===== src/rtl/rst_stager.sv =====
module rst_stager #(
  parameter int HOLD_CYC = 64,
  parameter int WIN_CYC  = 32
) (
  input  logic       clk,
  input  logic       ext_rst_n,
  input  logic [2:0] sup_ok,
  input  logic       sw_rst,
  input  logic       wdt_rst,
  input  logic [3:0] stat_clr,
  output logic       clkgen_rst_n,
  output logic       sysclk_rst_n,
  output logic       periph_rst_n,
  output logic       core_rst_n,
  output logic [3:0] rst_cause
);
  localparam int LAST = HOLD_CYC + 3 * WIN_CYC;
  localparam int CW   = $clog2(LAST + 1);
  localparam logic [CW-1:0] T_SYS  = CW'(HOLD_CYC);
  localparam logic [CW-1:0] T_PER  = CW'(HOLD_CYC + WIN_CYC);
  localparam logic [CW-1:0] T_CORE = CW'(LAST);

  logic          pin_raw, por_raw, arst, strobe, live;
  logic [1:0]    pin_ff, por_ff;
  logic [3:0]    src, rst_q, cause_q;
  logic [CW-1:0] cnt;

  assign pin_raw = ~ext_rst_n;
  assign por_raw = ~&sup_ok;
  assign arst    = pin_ff[1] | por_ff[1];
  assign strobe  = sw_rst | wdt_rst;
  assign src     = {wdt_rst, sw_rst, por_ff[1], pin_ff[1]};

  always_ff @(posedge clk or posedge pin_raw)
    if (pin_raw) pin_ff <= 2'b11;
    else         pin_ff <= {pin_ff[0], 1'b0};

  always_ff @(posedge clk or posedge por_raw)
    if (por_raw) por_ff <= 2'b11;
    else         por_ff <= {por_ff[0], 1'b0};

  always_ff @(posedge clk or posedge arst)
    if (arst)                cnt <= '0;
    else if (strobe)         cnt <= '0;
    else if (cnt != T_CORE)  cnt <= cnt + 1'b1;

  always_ff @(posedge clk or posedge arst)
    if (arst)        rst_q <= '0;
    else if (strobe) rst_q <= '0;
    else             rst_q <= {cnt >= T_CORE, cnt >= T_PER, cnt >= T_SYS, 1'b1};

  assign {core_rst_n, periph_rst_n, sysclk_rst_n, clkgen_rst_n} = rst_q;

  always_ff @(posedge clk or posedge por_raw)
    if (por_raw) begin
      live    <= 1'b0;
      cause_q <= 4'b0010;
    end else begin
      live    <= core_rst_n;
      cause_q <= (|src && live) ? src : ((cause_q & ~stat_clr) | src);
    end

  assign rst_cause = cause_q;

  AST_STAGE_ORDER: assert property (@(posedge clk) disable iff (arst)
    (!core_rst_n || periph_rst_n) && (!periph_rst_n || sysclk_rst_n) && (!sysclk_rst_n || clkgen_rst_n));
  AST_CORE_AFTER_PERIPH: assert property (@(posedge clk) disable iff (arst)
    $rose(core_rst_n) |-> $past(periph_rst_n));
  AST_STROBE_HOLDS: assert property (@(posedge clk) disable iff (arst)
    strobe |=> !clkgen_rst_n && !core_rst_n);
  AST_CLKGEN_NEXT: assert property (@(posedge clk) disable iff (arst)
    (!clkgen_rst_n && !strobe) |=> clkgen_rst_n);
  AST_CAUSE_STICKY: assert property (@(posedge clk) disable iff (por_raw)
    !$stable(rst_cause) |-> $past(|src || |stat_clr));
endmodule


===== config.mk =====
export PLATFORM = sky130hd
export DESIGN_NAME = rst_stager
export DESIGN_NICKNAME = d
export VERILOG_FILES = /design/src/rtl/rst_stager.sv
export SDC_FILE = /design/constraint.sdc
export NUM_CORES = 1
export LEC_CHECK = 0
export BUFFER_PORTS_ARGS = -buffer_cell sky130_fd_sc_hd__buf_2
export CORE_MARGIN = 10
export CORE_UTILIZATION = 45
export CTS_CLUSTER_SIZE = 8
export DETAILED_ROUTE_END_ITERATION = 12
export PLACE_DENSITY = 0.7
export SLEW_MARGIN = 20
export SYNTH_ARGS = -nofsm -noshare
export SYNTH_HDL_FRONTEND = slang
export SYNTH_SLANG_ARGS = --single-unit

===== constraint.sdc =====
create_clock -name clk -period 0.9 [get_ports clk]
set_input_delay 0.135 -clock clk [delete_from_list [all_inputs] [get_ports clk]]
set_output_delay 0.135 -clock clk [all_outputs]
set_load 0.005 [all_outputs]

==> results of run 1 <==
[cell type report]
cell class                 instances  area, um^2
clock buffer                       3        22.5
timing repair buffer              46         324
clock inverter                     1        7.51
fill                             118         412
sequential                        21         536
inverter                           9        33.8
tap                               25        31.3
multi-input combinational         48         417
[worst max-delay path by stage]
stage                  end    from  depth (start not counted)
floorplan           cnt[2]  cnt[4]                          3
global placement    cnt[2]  cnt[0]                          5
detailed placement  cnt[2]  cnt[0]                          5
CTS                 cnt[6]  cnt[0]                          4
global route        cnt[0]  cnt[4]                          4
finish              cnt[0]  cnt[4]                          4
[metal layers]
metal / part of all wire / track usage / vias up
met4: 0.024 / 0.0615 / 0
met3: 0.051 / 0.0314 / 6
met5: 0 / 0 / -
met1: 0.44 / 0.114 / 362
li1: - / - / 370
met2: 0.49 / 0.169 / 21
[power breakdown]
part	switching (W)	internal [W]	leakage (nW)	total [W]
registers	0.0000203	0.000982	0.262	0.00100
logic	0.0000815	0.000108	0.340	0.000189
clock network	0.000298	0.000170	0.0139	0.000468
[state kept, by name (all words and copies together) (netlist names)]
signal / cells
rst_q: 4
pin_ff: 2
live: 1
por_ff: 2
rst_cause: 4
cnt: 8
[cells by family (layout without fill, tap and decap cells)]
family | count (synthesis) | after routing | synth area share
XOR/XNOR | 2 | 2 | 0.0199
adder cells (fa/ha/maj) | 2 | 2 | 0.0284
other | 1 | 2 | 0.00426
buffers and inverters | 10 | 59 | 0.0441
flip-flops | 21 | 21 | 0.605
AO/OA/AOI/OAI | 18 | 18 | 0.145
AND/OR/NAND/NOR | 24 | 24 | 0.154
[critical path, stage by stage, from the launching register on]
cell and delay, ps:
dfrtp_1 400, buf_4 150, nor3b_1 400, a21oi_2 120
nor3_2 170
[stage by stage]
stage | setup slack (ps) | instances | utilization | total power [W] | hold slack (ps)
2_1_floorplan | -272 | 79 | - | 0.00107 | -12.8
4_1_cts | -367 | 147 | 0.705 | 0.00165 | 13.3
3_3_place_gp | -341 | 136 | 0.639 | 0.00114 | 84.6
3_5_place_dp | -373 | 136 | 0.639 | 0.00115 | 95.3
6_report | -410 | 153 | 0.769 | 0.00166 | 19.2
5_1_grt | -504 | 153 | 0.769 | 0.00174 | 19.3
[timing repair]
| action | in CTS | in global routing |
|---|---|---|
| endpoints found under the hold margin | 6 | 0 |
| resized for setup | 6 | 18 |
| setup buffers | 3 | 6 |
| setup endpoints to repair | 23 | 23 |
| hold buffers | 4 | 0 |
| pin swaps | 7 | 9 |
[cells in the mapped netlist (all sizes together)]
library cell / count
a21oi: 6
conb: 1
or2: 1
nor3b: 1
xnor2: 1
dfrtp: 16
buf: 1
xor2: 1
a31o: 4
ha: 2
nand4: 1
dfstp: 5
o31ai: 2
o2111ai: 1
nor4bb: 1
and3: 1
or3: 3
nand3: 4
o21ai: 5
nor2: 7
or3b: 1
inv: 9
nor3: 2
nand4bb: 1
nand2: 1
[layout by cell type, fill, tap and decap left out, types with 4 or more instances in the layout]
| cell type | netlist | routed |
|---|---|---|
| dlygate4sd3_1 | 0 | 4 |
| buf_2 | 1 | 17 |
| inv_1 | 9 | 7 |
| nor2_1 | 7 | 5 |
| dfrtp_1 | 16 | 13 |
| dfstp_2 | 5 | 5 |
| buf_4 | 0 | 22 |
| a31o_2 | 4 | 4 |
| a21oi_2 | 0 | 4 |
==> implementation parameters, run 1 <==
Parameter                              Value

Power and ir drop
  Peak supply drop    1.06 mV
  PwrDens    1210 mW/mm^2
  Static Leak    0.615 nW

Routing
  Detailed-routing iteration count for the pre-antenna-repair pass    4
  Overall routed net length    2300 um
  Number of DRC violations after detailed-routing iteration 0    31
  WL/cell    15.0 um
  Remaining design rule violation count    0
  Total via count after detailed routing    759
  Average via count per standard cell    4.96
  Post-DRT Antenna Nets    0

STA
  Final period util    1.46
  Max Clk Rate    763 MHz
  Hold Violations, Final    0
  Final total negative setup slack    -3550 ps
  Post-layout minimum cycle time    1310 ps
  Worst path setup slack after routing    -410 ps
  Count of pins over their slew limit    0
  Post-Route Skew    about 12 ps
  Setup repair after global routing missed its margin    yes
  Final setup fails    23

Outcome
  Violated checks    setup timing
  Status    finished with violations

Logic synthesis
  Synthesis warning total    0
  Fraction of the yosys area taken by sequential cells    0.605
  Cell taking the most area after synthesis    dfrtp_1
  Unique cell type count in the Yosys netlist    26
  Share of Yosys cell area claimed by the top area cell type    0.455
  Flip-flop and latch count after synthesis    21
  Mean Syn Cell Area    11.3 um^2
  Synth Instances    78
  Combined area of all synthesized cells    880 um^2
  Top cells by area, synth    dfrtp_1 46%, dfstp_2 15%, a31o_2 4.0%, inv_1 3.8%, a21oi_1 3.4%

Clocking
  Skew-Pair Late Insertion Delay    310 ps
  Root cell of the clock tree    clkbuf_4
  TritonCTS Buffers    3
  H-tree depth    1
  Clock sinks    21
  TritonCTS clock tree    done
  CTS clk-pin slew, worst paths    130 ps
  Maximum root-to-sink buffer count    2

GRT
  Overall track demand over capacity in global routing    0.103
  Largest net degree at the start of global routing    14
  Leftover overflow at the end of global routing    0
  Via count of the first global-routing pass    783
  Global-route wire length before repair    roughly 3400 um
  Initial antenna violation count    0

Floorplanning
  Effective utilization at floorplan    0.493
  Horizontal extent of the die    64.2 um
  Core Area    around 0.0018 mm^2
  Chip height    64.2 um
  Top-level port count    19
  Std-Cell Rows    15
  Die outline area    0.00412 mm^2

Critical path
  Category of the most critical setup path    flip-flop to flip-flop
  Critical Path Sink Type    flip-flop
  Highest net fanout along the worst path    4
  Startpoint of the worst register-to-register path    cnt[4]
  CP Launch Type    flip-flop
  Worst reg2reg path depth    4
  Reg-to-Reg End    cnt[0]
  Worst path required time    1130 ps
  Worst-case register-to-register setup slack    -410 ps
  Signal arrival time at the worst endpoint    1540 ps

Final layout
  Final layout net count    142
  Area of all placed cells without fillers    0.00137 mm^2
  Antenna Cells    0
  Share of post-route cells with drive strength above 1    0.617
  Area growth, synth to finish    55.9%

Worst hold path
  Worst Hold Launch    wdt_rst
  Path category of the worst min-delay check    input port to flip-flop
  Hold Path End    rst_cause[3]
  Depth of the worst hold-timing path    2

Run
  Max-capacitance violation count    0

Placement
  Routability-driven placement congestion ratio    0.735
  Post-placement cell area    ~0.0011 mm^2
  Half-perimeter wire length after placement    1460 um
  # port buffers    18
(Power assumes the default switching activity.)
==> run 2: changes to the inputs <==
--- a/config.mk
+++ b/config.mk
@@ -6,7 +6,7 @@
 export NUM_CORES = 1
 export LEC_CHECK = 0
 export BUFFER_PORTS_ARGS = -buffer_cell sky130_fd_sc_hd__buf_2
-export CORE_MARGIN = 10
+export CORE_MARGIN = 4
 export CORE_UTILIZATION = 45
 export CTS_CLUSTER_SIZE = 8
 export DETAILED_ROUTE_END_ITERATION = 12
==> run 2 against run 1 <==
Effect of this change: the flow still finishes with violations (setup timing); global-route usage grew 6.9 points; largest power group unchanged; first-iteration DRC count shrank 65%; critical path type unchanged; worst setup slack gained 31 ps; final cell count shrank 2.0%; sequential cell count is the same; via count grew 2.0%; combinational power is essentially flat; die area shrank 34%; critical path depth grew 1; worst hold slack gained 21 ps; power shrank 1.5%.
==> implementation parameters, run 2 (synthesized netlist as in run 1, its figures left out) <==
Parameter                              Value

STA
  Final hold slack    40.0 ps (+20.7 ps)
  Final total negative setup slack    -3280 ps (+265 ps)
  Max Clk Rate    782 MHz (+2.4%)
  Final setup fails    22 (-4.3%)
  Count of pins over their slew limit    0 (unchanged)
  Post-Route Skew    3.38 ps (-8.82 ps)
  Hold Violations, Final    0 (unchanged)
  Setup repair after global routing missed its margin    yes
  Final period util    1.42 (-0.0344)
  Post-layout minimum cycle time    1280 ps (-31.0 ps)
  Worst path setup slack after routing    -379 ps (+31.0 ps)

Power and ir drop
  PwrDens    1200 mW/mm^2 (-0.90%)
  Peak supply drop    1.39 mV (+31%)
  Static Leak    0.608 nW (-1.3%)

Outcome
  Status    finished with violations
  Violated checks    setup timing

GRT
  Largest net degree at the start of global routing    13 (-1)
  Leftover overflow at the end of global routing    0 (unchanged)
  Global-route wire length before repair    3280 um (-4.2%)
  Via count of the first global-routing pass    767 (-2.0%)
  Overall track demand over capacity in global routing    0.171 (+0.0685)
  Initial antenna violation count    0 (unchanged)

Placement
  # port buffers    18 (unchanged)
  # placed instances    137 (+0.74%)
  Half-perimeter wire length after placement    1450 um (-0.55%)
  Routability-driven placement congestion ratio    0.747 (+1.6%)
  Worst slack at placement    -365 ps (+8.26 ps)
  Post-placement cell area    0.00115 mm^2 (+0.66%)

Routing
  Average via count per standard cell    5.16 (+4.0%)
  Remaining design rule violation count    0 (unchanged)
  Overall routed net length    2250 um (-2.0%)
  Post-DRT Antenna Nets    0 (unchanged)
  Detailed-routing iteration count for the pre-antenna-repair pass    4 (unchanged)
  Total via count after detailed routing    774 (+2.0%)
  Number of DRC violations after detailed-routing iteration 0    11 (-65%)
  WL/cell    15.0 um (about the same)

Final layout
  Fill cell count    112 (-5.1%)
  Footprint of the multi-input gates    435 um^2 (+4.5%)
  Area growth, synth to finish    54.9%
  Antenna Cells    0 (unchanged)
  Final layout net count    139 (-2.1%)
  Area of all placed cells without fillers    0.00136 mm^2 (-0.64%)
  Commonest cells after routing, fill and taps aside    18 x buf_2, 18 x buf_4, 13 x dfrtp_1
  Share of post-route cells with drive strength above 1    0.600 (-0.0172)
  Final Instance Count excl. Fillers    150 (-2.0%)
  Flip-flop count of the largest register, all copies and words added    8 (unchanged)
  Storage cell area    536 um^2 (unchanged)
  Biggest register    cnt

Critical path
  CP Launch Type    flip-flop
  Worst path required time    1090 ps (-40 ps)
  Highest net fanout along the worst path    5 (+1)
  Critical Path Sink Type    flip-flop
  Signal arrival time at the worst endpoint    1470 ps (-70 ps)
  Category of the most critical setup path    flip-flop to flip-flop

Run
  Max-capacitance violation count    0 (unchanged)

Clocking
  CTS clk-pin slew, worst paths    120 ps (about the same)
  Clock sinks    21 (unchanged)
  TritonCTS clock tree    done
  Maximum root-to-sink buffer count    2 (unchanged)
  H-tree depth    1 (unchanged)
  Root cell of the clock tree    clkbuf_4
  Skew-Pair Late Insertion Delay    300 ps (about the same)
  TritonCTS Buffers    3 (unchanged)

Worst hold path
  Path category of the worst min-delay check    input port to flip-flop

Floorplanning
  Std-Cell Rows    15 (unchanged)
  Chip height    52.2 um (-19%)
  Horizontal extent of the die    52.2 um (-19%)
  Die outline area    0.00273 mm^2 (-34%)
  Effective utilization at floorplan    0.493 (unchanged)
  Top-level port count    19 (unchanged)
  Core Area    0.00178 mm^2 (unchanged)
-- run 2: power by group --
part           switching (W)  internal [W]  total [W]
logic              0.0000832      0.000106   0.000189
clock network       0.000279      0.000166   0.000445
registers          0.0000193      0.000981    0.00100
-- run 2: worst paths after layout --
path | from | endpoint | slack, ps | depth (start not counted)
min in group asynchronous | ext_rst_n | pin_ff[0] | 310 | 2
worst min-delay path | wdt_rst | rst_cause[3] | 40 | 2
max in group asynchronous | sup_ok[2] | rst_cause[1] | 240 | 3
worst max-delay path | cnt[1] | cnt[2] | -380 | 5
worst min register to register | pin_ff[0] | pin_ff[1] | 360 | 0
worst max register to register | cnt[1] | cnt[2] | -380 | 5
-- run 2: layout make-up --
| class | count | share of cell area |
|---|---|---|
| multi-input combinational | 48 | 0.320 |
| clock inverter | 1 | 0.00367 |
| clock buffer | 3 | 0.0165 |
| timing repair buffer | 43 | 0.219 |
| tap | 25 | 0.0230 |
| inverter | 9 | 0.0248 |
| sequential | 21 | 0.393 |
-- run 2: timing repair --
| item | 4_1_cts | 5_1_grt |
|---|---|---|
| hold endpoints to repair | 6 | 0 |
| endpoints found under the setup margin | 23 | 23 |
| pin swaps | 7 | 11 |
| gates resized for setup | 3 | 23 |
| buffers inserted | 2 | 3 |
| hold buffers | 4 | 0 |
-- run 2: metrics by stage --
stage | utilization | power [W]
finish | 0.764 | 0.00163
detailed placement | 0.644 | 0.00115
floorplan | - | 0.00107
global placement | 0.644 | 0.00114
global route | 0.764 | 0.00173
CTS | 0.696 | 0.00162
-- run 2: routing by layer --
metal,GRT usage,share of wire
met5,0,0
met4,0.0766,0.0067
met3,0.0256,0.028
met2,0.326,0.56
met1,0.183,0.41
-- run 2: critical path, stage by stage, from the launching register on --
cell,delay (ps)
dfrtp_2,470
inv_2,90
ha_4,150
nand4bb_4,130
o2111ai_2,220
o31ai_1,100
